**src/rtl/coinc_trigger_pkg.sv**
```systemverilog
// Shared definitions for the coincidence trigger.
// Assumes nothing beyond a synchronous design context.
package coinc_trigger_pkg;

    // Default width of the downscale factor and its counter
    localparam int unsigned DS_W_DEF = 16;

    // Combination mode of the two detector pulses
    typedef enum logic {
        COMB_AND = 1'b0,
        COMB_OR  = 1'b1
    } comb_mode_e;

endpackage

```
**src/rtl/ct_coincidence.sv**
```systemverilog
// Forms the registered coincidence of the two detector pulses and marks
// its leading edge as a one-cycle raw trigger.
// Assumes both pulses are synchronous to clk.
module ct_coincidence
    import coinc_trigger_pkg::*;
(
    input  logic       clk,
    input  logic       rst_n,
    input  logic       pulse_a,
    input  logic       pulse_b,
    input  comb_mode_e mode,
    output logic       coinc_q,
    output logic       edge_pulse
);

    logic combined;
    logic coinc_prev;

    // Select AND or OR combination of the two pulses
    always_comb begin
        case (mode)
            COMB_OR: combined = pulse_a | pulse_b;
            default: combined = pulse_a & pulse_b;
        endcase
    end

    // Register the combination and keep its previous value for edge detection
    always_ff @(posedge clk) begin
        if (!rst_n) begin
            coinc_q    <= 1'b0;
            coinc_prev <= 1'b0;
        end else begin
            coinc_q    <= combined;
            coinc_prev <= coinc_q;
        end
    end

    // Leading edge of the registered coincidence
    assign edge_pulse = coinc_q & ~coinc_prev;

endmodule

```
**src/rtl/ct_veto_gate.sv**
```systemverilog
// Accepts a raw trigger when enabled and not vetoed. The veto is the OR of
// the external busy levels and the accepted trigger itself (self-blocking).
// Assumes the veto sources are synchronous levels.
module ct_veto_gate (
    input  logic clk,
    input  logic rst_n,
    input  logic raw_in,
    input  logic enable,
    input  logic dead_lvl,
    input  logic busy_lvl,
    output logic trig_q,
    output logic veto_lvl,
    output logic veto_lvl_n
);

    // Combine every veto source, including the trigger register
    always_comb begin
        veto_lvl   = dead_lvl | busy_lvl | trig_q;
        veto_lvl_n = ~veto_lvl;
    end

    // Register an accepted trigger as a one-cycle pulse
    always_ff @(posedge clk) begin
        if (!rst_n) begin
            trig_q <= 1'b0;
        end else begin
            trig_q <= raw_in & enable & ~veto_lvl;
        end
    end

endmodule

```
**src/rtl/ct_downscaler.sv**
```systemverilog
// Emits one output pulse per FACTOR accepted triggers. A factor of 0 or 1
// passes each trigger through. A clear level holds the count at zero.
// Assumes the trigger input is a one-cycle pulse.
module ct_downscaler #(
    parameter int unsigned DS_W = 16
) (
    input  logic            clk,
    input  logic            rst_n,
    input  logic            trig_in,
    input  logic            clear,
    input  logic [DS_W-1:0] factor,
    output logic            ds_q
);

    localparam int unsigned CW = DS_W + 1;

    logic [DS_W-1:0] count;
    logic [CW-1:0]   count_next;
    logic            pass_all;
    logic            wrap;

    // Work out the next count value and whether this trigger completes a group
    always_comb begin
        count_next = {1'b0, count} + CW'(1);
        pass_all   = (factor <= DS_W'(1));
        wrap       = pass_all || (count_next >= {1'b0, factor});
    end

    // Count accepted triggers and emit the downscaled pulse
    always_ff @(posedge clk) begin
        if (!rst_n || clear) begin
            count <= '0;
            ds_q  <= 1'b0;
        end else if (trig_in) begin
            ds_q  <= wrap;
            count <= wrap ? '0 : count_next[DS_W-1:0];
        end else begin
            ds_q  <= 1'b0;
        end
    end

endmodule

```
**src/rtl/coinc_trigger.sv**
```systemverilog
// Top of the coincidence trigger: coincidence and edge stage, veto gate,
// and downscaler in series.
// Assumes all inputs are synchronous to clk.
module coinc_trigger
    import coinc_trigger_pkg::*;
#(
    parameter int unsigned DS_W = DS_W_DEF
) (
    input  logic            clk,
    input  logic            rst_n,
    input  logic            pmt_a,
    input  logic            pmt_b,
    input  logic            dead_time,
    input  logic            conv_busy,
    input  logic            comb_or,
    input  logic            trig_en,
    input  logic            ds_clear,
    input  logic [DS_W-1:0] ds_factor,
    output logic            coinc,
    output logic            trig_raw,
    output logic            trig,
    output logic            trig_ds,
    output logic            veto,
    output logic            veto_n
);

    comb_mode_e mode;

    // Map the control level onto the mode type
    always_comb mode = comb_or ? COMB_OR : COMB_AND;

    ct_coincidence u_coinc (
        .clk        (clk),
        .rst_n      (rst_n),
        .pulse_a    (pmt_a),
        .pulse_b    (pmt_b),
        .mode       (mode),
        .coinc_q    (coinc),
        .edge_pulse (trig_raw)
    );

    ct_veto_gate u_gate (
        .clk        (clk),
        .rst_n      (rst_n),
        .raw_in     (trig_raw),
        .enable     (trig_en),
        .dead_lvl   (dead_time),
        .busy_lvl   (conv_busy),
        .trig_q     (trig),
        .veto_lvl   (veto),
        .veto_lvl_n (veto_n)
    );

    ct_downscaler #(.DS_W(DS_W)) u_ds (
        .clk     (clk),
        .rst_n   (rst_n),
        .trig_in (trig),
        .clear   (ds_clear),
        .factor  (ds_factor),
        .ds_q    (trig_ds)
    );

endmodule

```
**config.mk**
```make
export PLATFORM = sky130hd
export DESIGN_NAME = coinc_trigger
export DESIGN_NICKNAME = d
export VERILOG_FILES = /design/src/rtl/coinc_trigger_pkg.sv /design/src/rtl/ct_coincidence.sv /design/src/rtl/ct_veto_gate.sv /design/src/rtl/ct_downscaler.sv /design/src/rtl/coinc_trigger.sv
export SDC_FILE = /design/constraint.sdc
export NUM_CORES = 1
export LEC_CHECK = 0
export CORE_UTILIZATION = 35
export DETAILED_ROUTE_END_ITERATION = 7
export GPL_TIMING_DRIVEN = 0
export PLACE_DENSITY = 0.69
export SLEW_MARGIN = 20
export SYNTH_ARGS = -nofsm -noshare
export SYNTH_HDL_FRONTEND = slang
export SYNTH_SLANG_ARGS = --single-unit
export TNS_END_PERCENT = 10
```
**constraint.sdc**
```tcl
create_clock -name clk -period 3.9 [get_ports clk]
set_input_delay 1.17 -clock clk [delete_from_list [all_inputs] [get_ports clk]]
set_output_delay 1.17 -clock clk [all_outputs]
set_load 0.02 [all_outputs]
```
# --- Yosys cells after proc, flatten, opt, wreduce, memory -nomap -nowiden ---
# Cells that the tools add are included.
classes:
  reduce_logical: 4
  add_sub_neg: 1
  mux: 3
  magnitude_cmp: 2
  bitwise: 10
ops:
  columns: ["op", "count"]
  rows:
  - ["$add A16 B1 Y17 const B", 1]
  - ["$ge A17 B16 Y1", 1]
  - ["$le A16 B1 Y1 const B", 1]
  - ["$mux W16", 1]
  - ["$and A1 B1 Y1", 4]
  - ["$not A1 Y1", 3]
  - ["$or A1 B1 Y1", 3]
  - ["$logic_or A1 B1 Y1", 2]
  - ["$mux W1", 2]
  - ["$reduce_or A2 Y1", 1]
  - ["$logic_not A1 Y1", 1]
totals:
  register_bits: 20
  out_inout_bits: 6
  in_bits: 25
  elab_cells: 25

# --- Depth between registers and ports, before layout ---
# Gate-level depths: netlist (run 1).
depth:
  word_depth: 4
  mapped_depth: 13
  mapped_depth_nobuf: 12

# --- Modules after synthesis ---
# Synthesis (run 1) repeated with hierarchy kept, for this count alone.
hier_totals:
  cells_unflattened: 200
  area_unflattened_um2: 1599.0
by_module_without_submodules:
  columns: ["mod", "cells_each", "instances", "seq_area_each_um2", "area_per_inst_um2"]
  rows:
  - ["ct_downscaler", 188, 1, 340.3, 1483.9]
  - ["ct_coincidence", 7, 1, 40.0, 68.8]
  - ["ct_veto_gate", 5, 1, 20.0, 46.3]

# --- Least setup slack after synthesis (run 1) ---
# OpenSTA, ideal clock, no wires.
synth_timing:
  path_type: "register to register"
  from: "register u_ds.count[0]"
  to: "register u_ds.count[2]"
  slack_ns: 0.794
  stages_incl_launch_ff: 13
  required_time_ns: 3.783
  arrival_time_ns: 2.989
  path_buffers: 1
  cell_sequence: "dfxtp_1 -> ha_1 -> and4_1 -> nand4_2 -> nor2_1 -> xor2_1 -> ha_1 -> nand3_2 -> or4_4 -> o221ai_4 -> nor2_4 -> buf_6 -> a22o_1"
synth_between:
  elab_chain_cells: 4
synth_rtl:
  columns: ["element", "line_no", "text"]
  rows:
  - ["from (decl)", "ct_downscaler.sv:17", "logic [DS_W-1:0] count;"]
  - ["from (signal assigned)", "ct_downscaler.sv:36", "count <= wrap ? '0 : count_next[DS_W-1:0];"]
  - ["$add A16 B1 Y17 (*)", "ct_downscaler.sv:24", "count_next = {1'b0, count} + CW'(1);"]
  - ["$ge A17 B16 Y1", "ct_downscaler.sv:26", "wrap = pass_all || (count_next >= {1'b0, factor});"]
  - ["$logic_or A1 B1 Y1", "ct_downscaler.sv:26", null]
  - ["$mux W16 (*)", "ct_downscaler.sv:36", null]
# Every way passes the cells marked *; elsewhere a longest branch is shown, timed or not.
# A chain may end at the register's enable or synchronous reset.

# --- Final worst setup path (run 1) ---
layout_timing:
  from: "input conv_busy"
  to: "output veto_n"
layout_between:
  elab_chain_cells: 3
layout_rtl:
  columns: ["element", "line_no", "text"]
  rows:
  - ["from (decl)", "coinc_trigger.sv:14", "input logic conv_busy,"]
  - ["$or A1 B1 Y1 (2 in series)", "ct_veto_gate.sv:18", "veto_lvl = dead_lvl | busy_lvl | trig_q;"]
  - ["$not A1 Y1", "ct_veto_gate.sv:19", "veto_lvl_n = ~veto_lvl;"]
  - ["to (decl)", "coinc_trigger.sv:24", "output logic veto_n"]
# Every way passes these cells.

==> results of run 1 <==
[layer usage]
| metal | up-vias | wire, um | global-route usage (%) |
|---|---|---|---|
| li1 | 677 | - | - |
| met1 | 578 | 1486 | 20.89 |
| met2 | 15 | 1324 | 22.45 |
| met3 | 3 | 94 | 3.082 |
| met4 | 0 | 15 | 2.394 |
| met5 | - | 0 | 0 |
[cell families after synthesis]
logic type,after synthesis,synth area share (%)
fa+ha+maj,17,14.59
compound gates,35,20.34
xor+xnor,14,8.412
flops,20,27.47
simple gates,60,22.92
buf+inv,22,6.266
[flip-flops by register name (all words and copies together) (netlist names)]
name,cells
u_ds.ds_q,1
u_coinc.coinc_prev,1
u_coinc.coinc_q,1
u_gate.trig_q,1
u_ds.count,16
[where the power goes]
group | internal, mW | switching (mW)
registers | 0.206 | 0.000798
logic | 0.0337 | 0.0239
clock network | 0.0687 | 0.0640
[per-stage QoR]
| stage | worst slack, ns | total power, mW | area (um2) |
|---|---|---|---|
| finish | 0.1296 | 0.3966 | 1862 |
| global route | 0.08558 | 0.4184 | 1862 |
| CTS | 0.1177 | 0.4036 | 1862 |
| detailed placement | 0.1161 | 0.2690 | 1821 |
| global placement | 0.1298 | 0.2684 | 1821 |
| floorplan | 0.7938 | 0.2329 | 1458 |
[area by class of cell]
class	count	area, um2	share of cell area, %
Sequential cell	20	400.4	21.51
Clock buffer	3	41.29	2.218
Inverter	17	63.81	3.427
Timing Repair Buffer	30	300.3	16.13
Tap cell	50	62.56	3.360
Buffer	5	27.53	1.478
Multi-Input combinational cell	126	965.9	51.88
[layout by cell type (no fill, tap or decap)]
cell type / synthesis / layout
o211ai_4: 1 / 1
o21ai_0: 3 / 3
nor4_1: 3 / 3
o211a_1: 1 / 1
or3_1: 1 / 1
nand3b_1: 1 / 1
nand4_2: 1 / 1
inv_1: 17 / 17
clkbuf_1: 3 / 3
a31oi_1: 1 / 1
o311a_1: 1 / 1
nand2_1: 14 / 14
nand3_2: 1 / 1
nor3_1: 5 / 5
dfxtp_1: 20 / 20
nor2_4: 1 / 1
ha_1: 17 / 17
a22o_1: 10 / 10
or4_4: 1 / 1
buf_6: 1 / 1
nand4_1: 4 / 4
nor2b_1: 5 / 5
nor2_1: 8 / 8
and2_1: 2 / 2
o31ai_1: 1 / 1
a221o_1: 4 / 4
a211oi_1: 1 / 1
clkbuf_2: 1 / 1
and4_1: 3 / 3
and3_1: 3 / 3
nand3_1: 7 / 7
clkbuf_8: 0 / 3
o21a_1: 2 / 2
xnor2_1: 11 / 11
clkdlybuf4s50_1: 0 / 30
a21o_1: 1 / 1
o221ai_4: 1 / 1
a21oi_1: 7 / 7
xor2_1: 3 / 3
a21boi_0: 1 / 1
[final timing paths]
path                   startpoint            endpoint  slack [ns]  depth (start not counted)
setup / recovery        conv_busy              veto_n        0.13                          4
hold / removal    u_coinc.coinc_q  u_coinc.coinc_prev        0.48                          1
setup reg to reg    u_ds.count[0]       u_ds.count[9]        0.40                         12
hold reg to reg   u_coinc.coinc_q  u_coinc.coinc_prev        0.48                          1
==> results_dict.tcl, run 1 <==
set metrics [dict create \
    outcome "complete, but fails checks" \
    violations "DRC" \
    ant_nets 0 \
    cp.arrival_ns 2.60 \
    hpwl_mm 2.387 \
    grt-ovfl-total 0 \
    grt_antenna_before_repair 0 \
    dp_cells 248 \
    grt_pass1_vias 1126 \
    worst_slew_pin_slew_ns 0.4708 \
    synth_top_area_share_pct 27.47 \
    skew_ns 0.002030 \
    die_h_um 66.54 \
    final_core_utilization_pct 46.54 \
    dieArea_mm2 0.004427 \
    startpoint_type "primary input" \
    cts_setup_buffers 0 \
    clk_pin_slew_worst_paths_ns 0.07 \
    crit_top_cell "clkdlybuf4s50_1" \
    wl_per_cell_um 11.63 \
    syn2layout_area_growth_pct 27.73 \
    io_pins 31 \
    hold_ws_ns 0.4792 \
    cpPeakStageDelay_ns 0.59 \
    synth.most_common_cell "dfxtp_1" \
    cts-htree-levels 1 \
    netlist_top_cells_count "20 x dfxtp_1, 17 x ha_1, 17 x inv_1, 14 x nand2_1, 11 x xnor2_1" \
    seq_area_frac_synth_pct 27.47 \
    antenna_cells 0 \
    synth_nets 210 \
    worst_setup_path_end_kind "output pin" \
    die_w_um 66.54 \
    avgSynthCellArea_um2 8.676 \
    slowest_stage "clkdlybuf4s50_1" \
    async_reset_ff_share_pct 0 \
    dr.pass1.iters 6 \
    fill_cells 387 \
    drive_gt1_share_pct 5.473 \
    final.setup.tns_ns 0 \
    slew_violations 0 \
    cts_tree "built" \
    gp_congestion 0.7949 \
    layout_min_cycle_time_ns 3.770 \
    slew_headroom_pct 68.61 \
    drc_errors 1 \
    fin_nets 245 \
    ctsHoldBuffers 0 \
    num_vias 1273 \
    stdcell_count 251 \
    synth_cell_types 38 \
    finalSetupViolCount 0 \
    ys_seq_elements 20 \
    grt.total_usage_pct 14.55 \
    synthCells 168 \
    required_ns 2.73 \
    rsz0062_at_grt "no" \
    clock_path_buffers 2 \
    ys.flop_type "dfxtp_1" \
    fin_crit_sh_pct 96.68 \
    hold_path_class "reg2reg" \
    netlist_area_mm2 0.001458 \
    leakage_nw 0.8288 \
    worstPathMaxFanout 3 \
    hold_viol 0 \
    p_per_area_mw_per_mm2 213.0 \
    viasPerCell 5.072 \
    clock_sinks 20 \
    synth_warnings 0 \
    synth_top_area_cell "dfxtp_1" \
    drt_iter0_drc 52 \
    io_buffers 30 \
    core_region_area_mm2 0.004000 \
    ir_worst_vdd_mv 0.1581 \
    start_util_pct 36.44 \
    crit_chain "clkdlybuf4s50_1, or3_1, inv_1, clkdlybuf4s50_1" \
    path_delay_family "buffers and inverters" \
    critical_path_class "in2out" \
    drt-total-wl_mm 2.920 \
    max-cap-violations 0 \
    synth.area.top_cells "dfxtp_1 27%, ha_1 15%, xnor2_1 6.6%" \
    path_buf_inv 3 \
    rows 23 \
    grt_max_degree 11 \
    insertion_delay_ns 0.25 \
    grt_pass1_wl_mm 4.933 \
    synth-edff-count 0 \
    cts_buffers 3 \
    cts_resized 0 \
    fmax_mhz 265.2 \
    cts-root-buf "clkbuf_8" \
]
Note: power is estimated with default switching activity, not from simulation.
==> run 2: changes to the inputs <==
--- a/config.mk
+++ b/config.mk
@@ -9,7 +9,7 @@
 export DETAILED_ROUTE_END_ITERATION = 7
 export GPL_TIMING_DRIVEN = 0
 export PLACE_DENSITY = 0.69
-export SLEW_MARGIN = 20
+export SLEW_MARGIN = 10
 export SYNTH_ARGS = -nofsm -noshare
 export SYNTH_HDL_FRONTEND = slang
 export SYNTH_SLANG_ARGS = --single-unit
==> results of run 2 <==
No change in the layout: final DEF, timing and power equal those of run 1.
